`config.mk`:
```
export PLATFORM = sky130hd
export DESIGN_NAME = tsw_ctrl
export DESIGN_NICKNAME = d
export VERILOG_FILES = /design/src/rtl/tsw_pkg.sv /design/src/rtl/tsw_step.sv /design/src/rtl/tsw_idle_cnt.sv /design/src/rtl/tsw_ctrl.sv
export SDC_FILE = /design/constraint.sdc
export NUM_CORES = 1
export LEC_CHECK = 0
export BUFFER_PORTS_ARGS = -buffer_cell sky130_fd_sc_hd__buf_2
export CORE_AREA = 2 2 39 41
export CTS_BUF_LIST = sky130_fd_sc_hd__clkbuf_2
export DETAILED_ROUTE_END_ITERATION = 6
export DIE_AREA = 0 0 41 43
export GPL_TIMING_DRIVEN = 1
export PLACE_DENSITY = 0.33
export SYNTH_ARGS = -nofsm -noshare
export SYNTH_HDL_FRONTEND = slang
export SYNTH_SLANG_ARGS = --single-unit
```
`constraint.sdc`:
```
create_clock -name clk -period 1.7 [get_ports clk]
set_clock_uncertainty 0.1 [all_clocks]
set_input_delay 0.255 -clock clk [delete_from_list [all_inputs] [get_ports clk]]
set_output_delay 0.255 -clock clk [all_outputs]
set_load 0.005 [all_outputs]
```
`src/rtl/tsw_pkg.sv`:
```
package tsw_pkg;
  typedef enum logic {
    MODE_DARK = 1'b0,
    MODE_LIT  = 1'b1
  } mode_e;
endpackage

```
`src/rtl/tsw_step.sv`:
```
module tsw_step
  import tsw_pkg::*;
#(
  parameter int unsigned CW = 4
) (
  input  mode_e          mode_q,
  input  logic           press,
  input  logic           at_limit,
  output mode_e          mode_d,
  output logic           cnt_clr,
  output logic           cnt_inc
);
  // One transition per round; the mode decides which guards apply.
  always_comb begin
    mode_d  = mode_q;
    cnt_clr = 1'b0;
    cnt_inc = 1'b0;
    unique case (mode_q)
      MODE_DARK: begin
        if (press) mode_d = MODE_LIT;
      end
      MODE_LIT: begin
        if (press || at_limit) begin
          mode_d  = MODE_DARK;
          cnt_clr = 1'b1;
        end else begin
          cnt_inc = 1'b1;
        end
      end
      default: mode_d = MODE_DARK;
    endcase
  end

  // Clear and increment never requested together (R7: single transition)
  always_comb begin
    assert (!(cnt_clr && cnt_inc)) else $error("AST_ONE_ACTION");
  end
endmodule

```
`src/rtl/tsw_idle_cnt.sv`:
```
module tsw_idle_cnt #(
  parameter int unsigned TIMEOUT = 10,
  parameter int unsigned CW      = 4
) (
  input  logic          clk,
  input  logic          rst,
  input  logic          clr,
  input  logic          inc,
  output logic [CW-1:0] cnt_o,
  output logic          at_limit_o
);
  localparam logic [CW-1:0] LIMIT = CW'(TIMEOUT);

  logic [CW-1:0] cnt_q;

  always_ff @(posedge clk) begin
    if (rst || clr) begin
      cnt_q <= '0;
    end else if (inc && (cnt_q < LIMIT)) begin
      cnt_q <= cnt_q + 1'b1;
    end
  end

  assign cnt_o      = cnt_q;
  assign at_limit_o = (cnt_q >= LIMIT);

  AST_CNT_BOUND: assert property (@(posedge clk) disable iff (rst)
    cnt_q <= LIMIT) else $error("AST_CNT_BOUND");

  AST_CNT_STEP: assert property (@(posedge clk) disable iff (rst)
    (inc && !clr && cnt_q < LIMIT) |=> (cnt_q == $past(cnt_q) + 1'b1))
    else $error("AST_CNT_STEP");

  AST_CNT_CLR: assert property (@(posedge clk) disable iff (rst)
    clr |=> (cnt_q == '0)) else $error("AST_CNT_CLR");
endmodule

```
`src/rtl/tsw_ctrl.sv`:
```
module tsw_ctrl
  import tsw_pkg::*;
#(
  parameter int unsigned TIMEOUT = 10
) (
  input  logic clk,
  input  logic rst,
  input  logic press_i,
  output logic light_o
);
  localparam int unsigned CW = (TIMEOUT < 1) ? 1 : $clog2(TIMEOUT + 1);

  mode_e         mode_q, mode_d;
  logic          cnt_clr, cnt_inc, at_limit;
  logic [CW-1:0] cnt;
  logic          light_q;

  tsw_step #(.CW(CW)) u_step (
    .mode_q  (mode_q),
    .press   (press_i),
    .at_limit(at_limit),
    .mode_d  (mode_d),
    .cnt_clr (cnt_clr),
    .cnt_inc (cnt_inc)
  );

  tsw_idle_cnt #(.TIMEOUT(TIMEOUT), .CW(CW)) u_cnt (
    .clk       (clk),
    .rst       (rst),
    .clr       (cnt_clr),
    .inc       (cnt_inc),
    .cnt_o     (cnt),
    .at_limit_o(at_limit)
  );

  always_ff @(posedge clk) begin
    if (rst) begin
      mode_q  <= MODE_DARK;
      light_q <= 1'b0;
    end else begin
      mode_q  <= mode_d;
      light_q <= (mode_d == MODE_LIT);
    end
  end

  assign light_o = light_q;

  AST_RESET_DARK: assert property (@(posedge clk)
    rst |=> (mode_q == MODE_DARK && cnt == '0 && !light_o))
    else $error("AST_RESET_DARK");

  AST_DARK_HOLD: assert property (@(posedge clk) disable iff (rst)
    (mode_q == MODE_DARK && !press_i) |=> (mode_q == MODE_DARK))
    else $error("AST_DARK_HOLD");

  AST_DARK_TO_LIT: assert property (@(posedge clk) disable iff (rst)
    (mode_q == MODE_DARK && press_i) |=> (mode_q == MODE_LIT && cnt == '0))
    else $error("AST_DARK_TO_LIT");

  AST_LIT_PRESS: assert property (@(posedge clk) disable iff (rst)
    (mode_q == MODE_LIT && press_i) |=> (mode_q == MODE_DARK))
    else $error("AST_LIT_PRESS");

  AST_EXPIRE: assert property (@(posedge clk) disable iff (rst)
    (mode_q == MODE_LIT && cnt == CW'(TIMEOUT)) |=> (mode_q == MODE_DARK))
    else $error("AST_EXPIRE");

  AST_DARK_ZERO: assert property (@(posedge clk) disable iff (rst)
    (mode_q == MODE_DARK) |-> (cnt == '0)) else $error("AST_DARK_ZERO");

  AST_LIGHT_MATCH: assert property (@(posedge clk) disable iff (rst)
    light_o == (mode_q == MODE_LIT)) else $error("AST_LIGHT_MATCH");
endmodule

```
==> results of run 1 <==
-- logic make-up after synthesis --
kind of cell | after synthesis | synth area share [%]
buffers and inverters | 1 | 1.41
AOI/OAI and AO/OA | 7 | 18.3
adders and majority gates | 2 | 9.39
and+or+nand+nor | 11 | 33.3
DFF | 5 | 37.6
-- sequential cells by signal (all words and copies together), names as in the netlist --
name,count
u_cnt.cnt_o,4
light_o,1
-- cells in the mapped netlist --
cell / number / share of area, %
a21oi_1: 3 / 5.6
inv_1: 1 / 1.4
ha_1: 2 / 9.4
and4b_2: 1 / 4.2
dfxtp_1: 5 / 38
or2b_1: 3 / 8.5
nand4bb_1: 1 / 4.2
nand2_1: 1 / 1.4
a211oi_1: 1 / 2.8
or4b_1: 1 / 3.8
nand2b_1: 1 / 2.3
o31ai_1: 1 / 2.8
or4b_2: 1 / 3.8
nand3b_1: 1 / 2.8
o31ai_2: 1 / 4.7
a31oi_1: 1 / 2.3
or3_1: 1 / 2.3
-- metrics by stage --
step	hold WS [ns]	cell area, um^2	total power [mW]	instances
after floorplan	0.224	267	0.136	26
after global placement	0.407	317	0.147	47
after detailed placement	0.410	317	0.148	47
after CTS	0.157	337	0.269	51
after global routing	0.161	342	0.278	51
final	0.168	342	0.262	51
-- cells in the final DEF, fill, tap and decap left out --
cell type | synthesis | layout
a31oi_1 | 1 | 1
or2b_1 | 3 | 3
o31ai_1 | 1 | 1
clkbuf_2 | 0 | 4
nand2b_1 | 1 | 1
or4b_2 | 1 | 1
a21oi_1 | 3 | 3
nand3b_1 | 1 | 1
and4b_2 | 1 | 1
buf_4 | 0 | 2
inv_1 | 1 | 1
buf_2 | 0 | 3
or3_1 | 1 | 1
dfxtp_1 | 5 | 5
a211oi_2 | 0 | 1
nand2_1 | 1 | 1
or4b_1 | 1 | 1
ha_1 | 2 | 2
o31ai_2 | 1 | 1
nand4bb_1 | 1 | 1
-- worst register-to-register path, cell delays in order (launching register included) --
cell	delay [ns]
dfxtp_1	0.31
buf_4	0.14
ha_1	0.19
or4b_2	0.61
a31oi_1	0.17
-- per-layer routing --
metal,up-vias,GRT usage [%]
met5,-,0
met4,0,8.00
met3,2,3.14
met2,5,11.9
met1,115,10.6
li1,116,-
-- power by group through the flow --
stage	sequential, mW	clock (mW)	combinational, mW
2_1_floorplan	0.128	0	0.00806
3_3_place_gp	0.128	0	0.0189
3_5_place_dp	0.128	0	0.0197
4_1_cts	0.126	0.123	0.0198
5_1_grt	0.127	0.129	0.0222
6_report	0.126	0.116	0.0197
-- path summary, 6_finish.rpt --
check	to	slack (ns)
worst max-delay path	u_cnt.cnt_o[2]$_SDFFE_PP0P_	0.11
worst min register to register	u_cnt.cnt_o[0]$_SDFFE_PP0P_	0.46
worst min-delay path	u_cnt.cnt_o[3]$_SDFFE_PP0P_	0.17
worst max register to register	u_cnt.cnt_o[2]$_SDFFE_PP0P_	0.11
-- layout make-up --
| cell class | instances | area (um^2) |
|---|---|---|
| flip-flops and latches | 5 | 100 |
| fillers | 158 | 1040 |
| multi-input cells | 20 | 168 |
| inverters | 1 | 3.75 |
| clock buffers | 4 | 20.0 |
| repair buffers | 5 | 30.0 |
| well taps | 16 | 20.0 |
==> results.sh, run 1 <==
export IMPL_crit_start="u_cnt.cnt_o[0]$_SDFFE_PP0P_"
export IMPL_crit_slowest_cell="or4b_2"
export IMPL_antenna_found_initial=0
export IMPL_slowest_delay_ns=0.61
export IMPL_synth_avg_cell_area_um2=10.3
export IMPL_rr_startpoint="u_cnt.cnt_o[0]$_SDFFE_PP0P_"
export IMPL_insertion_delay_ns=0.22
export IMPL_grt_max_degree=11
export IMPL_cp_start_kind="register"
export IMPL_cts_tree="done"
export IMPL_pre_cts_ws_ns=0.119
export IMPL_synthDistinctLibCells=17
export IMPL_drv_cap=0
export IMPL_cp_arrival_ns=1.64
export IMPL_grt_pass1_wl_um=986
export IMPL_start_util_pct=19.3
export IMPL_crit_buf_inv=1
export IMPL_fin_crit_ns=1.59
export IMPL_top_layer="met4"
export IMPL_area_growth_pct=28.2
export IMPL_design_portCount=4
export IMPL_intPower_mw=0.193
export IMPL_wl_met1_um=272
export IMPL_drc=0
export IMPL_synthCells=26
export IMPL_clk_pin_slew_worst_paths_ns=0.06
export IMPL_whs_path_depth=2
export IMPL_grtUsageTotal_pct=8.93
export IMPL_wl_per_cell_um=11.4
export IMPL_min_period_over_period_pct=93.3
export IMPL_yosys_register_bits=5
export IMPL_syn_cell_area_um2=267
export IMPL_switching_share_pct=26.3
export IMPL_clock_path_buffers=2
export IMPL_wl_um=582
export IMPL_crit_family="simple AND/OR/NAND/NOR gates"
export IMPL_postCtsSetupBuffers=0
export IMPL_antenna_left=0
export IMPL_die_h_um=43
export IMPL_io_buffer_count=3
export IMPL_rsz0062_at_grt="no"
export IMPL_powerDensity_nw_per_um2=766
export IMPL_die_x_um=41
export IMPL_synth_nets=31
export IMPL_max_freq_mhz=630
export IMPL_gp_congestion=0.721
export IMPL_yosysSeqAreaShare_pct=37.6
export IMPL_leakage_nw=0.133
export IMPL_coreArea_um2=1380
export IMPL_crit_cells=4
export IMPL_rr_worst_depth=4
export IMPL_ctsResizeCount=0
export IMPL_rows=14
export IMPL_path_class="register to register"
export IMPL_final_max_slew_viol_count=0
export IMPL_num_vias=238
export IMPL_dpl_hpwl_um=425
export IMPL_drive_gt1_share_pct=37.1
export IMPL_fin_util_pct=24.7
export IMPL_wl_met3_um=24
export IMPL_cts_sinks=5
export IMPL_cts_buffers=3
export IMPL_grt_overflow_total=0
export IMPL_p_seq_share_pct=48.2
export IMPL_p_clk_share_pct=44.3
export IMPL_hp_start="rst"
export IMPL_hold_class="input pin to register"
export IMPL_cts_hold_buffers_added=0
export IMPL_switchingPower_mw=0.0687
export IMPL_critical_path_max_fanout=3
export IMPL_slew_headroom_pct=78.7
export IMPL_pwr_share_comb_pct=7.5
export IMPL_first_iter_violations=1
export IMPL_cp_cell_sequence="buf_4, ha_1, or4b_2, a31oi_1"
export IMPL_nets=41
export IMPL_finalSetupViolations=0
export IMPL_root_buffer="clkbuf_2"
export IMPL_final_hold_violation_count=0
export IMPL_cts_max_level=1
export IMPL_cp_required_ns=1.76
export IMPL_critPathCaptureType="register"
export IMPL_vdd_drop_max_mv=0.404
export IMPL_die_area_um2=1760
export IMPL_yosys_warnings=0
export IMPL_status="finished clean"
export IMPL_met2WireLength_um=266
export IMPL_grt_pass1_vias=250
export IMPL_setup_ws_ns=0.113
export IMPL_viasPerCell=4.67
export IMPL_setup_tns_ns=0
export IMPL_dr_pass1_iters=2
export IMPL_worstMarginPinSlew_ns=0.319
export IMPL_antenna_cells=0
Power figures use the tool's default switching activity.
==> inputs of run 2 (changes only) <==
--- a/config.mk
+++ b/config.mk
@@ -6,12 +6,14 @@
 export NUM_CORES = 1
 export LEC_CHECK = 0
 export BUFFER_PORTS_ARGS = -buffer_cell sky130_fd_sc_hd__buf_2
+export CELL_PAD_IN_SITES_DETAIL_PLACEMENT = 0
+export CELL_PAD_IN_SITES_GLOBAL_PLACEMENT = 1
 export CORE_AREA = 2 2 39 41
 export CTS_BUF_LIST = sky130_fd_sc_hd__clkbuf_2
 export DETAILED_ROUTE_END_ITERATION = 6
 export DIE_AREA = 0 0 41 43
 export GPL_TIMING_DRIVEN = 1
-export PLACE_DENSITY = 0.33
+export PLACE_DENSITY = 0.4
 export SYNTH_ARGS = -nofsm -noshare
 export SYNTH_HDL_FRONTEND = slang
 export SYNTH_SLANG_ARGS = --single-unit
==> results.sh, run 2 (same netlist as run 1, synthesis figures left out) <==
export IMPL_regArea_um2=101
export IMPL_most_common_layout_cells="4 x clkbuf_2, 4 x dfxtp_1"
export IMPL_rows=14
export IMPL_cts_tree="done"
export IMPL_grt_pass1_vias=249
export IMPL_cts_sinks=5
export IMPL_cp_arrival_ns=1.66
export IMPL_antenna_cells=0
export IMPL_area_growth_pct=33.8
export IMPL_die_h_um=43
export IMPL_status="finished clean"
export IMPL_multi_input_comb_area_um2=174
export IMPL_vdd_drop_max_mv=0.262
export IMPL_rr_startpoint="u_cnt.cnt_o[0]$_SDFFE_PP0P_"
export IMPL_reg2reg_slack_ns=0.08
export IMPL_viasPerCell=4.69
export IMPL_num_vias=244
export IMPL_die_x_um=41
export IMPL_min_period_over_period_pct=95.3
export IMPL_rr_worst_depth=4
export IMPL_antenna_left=0
export IMPL_fill_cells=163
export IMPL_slew_headroom_pct=84.0
export IMPL_fin_crit_ns=1.62
export IMPL_dr_pass1_iters=1
export IMPL_first_iter_violations=0
export IMPL_cts_buffers=3
export IMPL_hp_start="rst"
export IMPL_nets=42
export IMPL_powerDensity_nw_per_um2=730
export IMPL_hold_class="input pin to register"
export IMPL_dp_cells=47
export IMPL_die_area_um2=1760
export IMPL_gp_congestion=0.649
export IMPL_rsz0062_at_grt="no"
export IMPL_grt_max_degree=10
export IMPL_wl_um=640
export IMPL_whs_path_depth=2
export IMPL_insertion_delay_ns=0.21
export IMPL_start_util_pct=19.3
export IMPL_antenna_found_initial=0
export IMPL_final_instance_count_excl_fill=52
export IMPL_drive_gt1_share_pct=41.7
export IMPL_path_class="register to register"
export IMPL_max_freq_mhz=617
export IMPL_coreArea_um2=1380
export IMPL_drv_cap=0
export IMPL_design_portCount=4
export IMPL_finalSetupViolations=0
export IMPL_io_buffer_count=3
export IMPL_cp_start_kind="register"
export IMPL_grt_overflow_total=0
export IMPL_dpl_hpwl_um=441
export IMPL_root_buffer="clkbuf_2"
export IMPL_worstMarginPinSlew_ns=0.239
export IMPL_final_max_slew_viol_count=0
export IMPL_clk_pin_slew_worst_paths_ns=0.06
export IMPL_fin_util_pct=25.8
export IMPL_grtUsageTotal_pct=9.64
export IMPL_largest_reg_flops=4
export IMPL_final_hold_violation_count=0
export IMPL_critical_path_max_fanout=3
export IMPL_clock_path_buffers=2
export IMPL_cp_required_ns=1.74
export IMPL_timing_rr_end="u_cnt.cnt_o[2]$_SDFFE_PP0P_"
export IMPL_wl_per_cell_um=12.3
export IMPL_critPathCaptureType="register"
export IMPL_hold_path_endpoint="u_cnt.cnt_o[1]$_SDFFE_PP0P_"
export IMPL_cts_max_level=1
export IMPL_drc=0
export IMPL_setup_tns_ns=0
export IMPL_leakage_nw=0.137
export IMPL_grt_pass1_wl_um=1070
==> run 2: worst max-delay path, stage by stage, from the launching register on <==
cell	delay (ns)
dfxtp_2	0.33
buf_4	0.13
ha_1	0.20
or4b_2	0.60
a31oi_1	0.18
==> run 2: final cells by class <==
type	instances	area share, %
flip-flops and latches	5	28.4
inverters	1	1.05
repair buffers	6	10.5
multi-input cells	20	48.8
well taps	16	5.61
clock buffers	4	5.61
==> run 2: power by group <==
part	switching, mW	total [mW]	internal (mW)
registers	0.00249	0.123	0.121
logic	0.0135	0.0256	0.0121
clock network	0.0491	0.111	0.0623
==> run 2: how the worst max path moves through the flow <==
stage	slack (ns)	end	depth (start not counted)	start
6_report	0.08	u_cnt.cnt_o[2]$_SDFFE_PP0P_	4	u_cnt.cnt_o[0]$_SDFFE_PP0P_
5_1_grt	0.001	u_cnt.cnt_o[2]$_SDFFE_PP0P_	4	u_cnt.cnt_o[0]$_SDFFE_PP0P_
4_1_cts	0.03	u_cnt.cnt_o[2]$_SDFFE_PP0P_	5	u_cnt.cnt_o[0]$_SDFFE_PP0P_
3_5_place_dp	0.001	u_cnt.cnt_o[2]$_SDFFE_PP0P_	5	u_cnt.cnt_o[0]$_SDFFE_PP0P_
3_3_place_gp	0.01	u_cnt.cnt_o[2]$_SDFFE_PP0P_	5	u_cnt.cnt_o[0]$_SDFFE_PP0P_
2_1_floorplan	0.12	u_cnt.cnt_o[2]$_SDFFE_PP0P_	5	u_cnt.cnt_o[0]$_SDFFE_PP0P_
==> run 2: routing by layer <==
metal  track usage, %  wire [um]  vias up
met3             4.71         13        2
li1                 -          -      118
met2             12.2        368        1
met1             11.6        253      123
met5                0          0        -
met4             8.00          5        0
==> run 2: stage by stage <==
| step | total power [mW] | hold WS (ns) | area, um^2 | setup slack [ns] |
|---|---|---|---|---|
| final | 0.260 | 0.185 | 357 | 0.0794 |
| after CTS | 0.262 | 0.188 | 338 | 0.0345 |
| after floorplan | 0.136 | 0.224 | 267 | 0.119 |
| after detailed placement | 0.149 | 0.411 | 317 | 0.00145 |
| after global routing | 0.277 | 0.179 | 357 | 0.00143 |
| after global placement | 0.148 | 0.405 | 317 | 0.00964 |
==> run 2: repair_timing <==
item	CTS	global route
setup endpoints to repair	1	1
hold buffers	0	0
endpoints found under the hold margin	0	0
pin swaps	0	2
resized for setup	1	2
buffers inserted	0	1
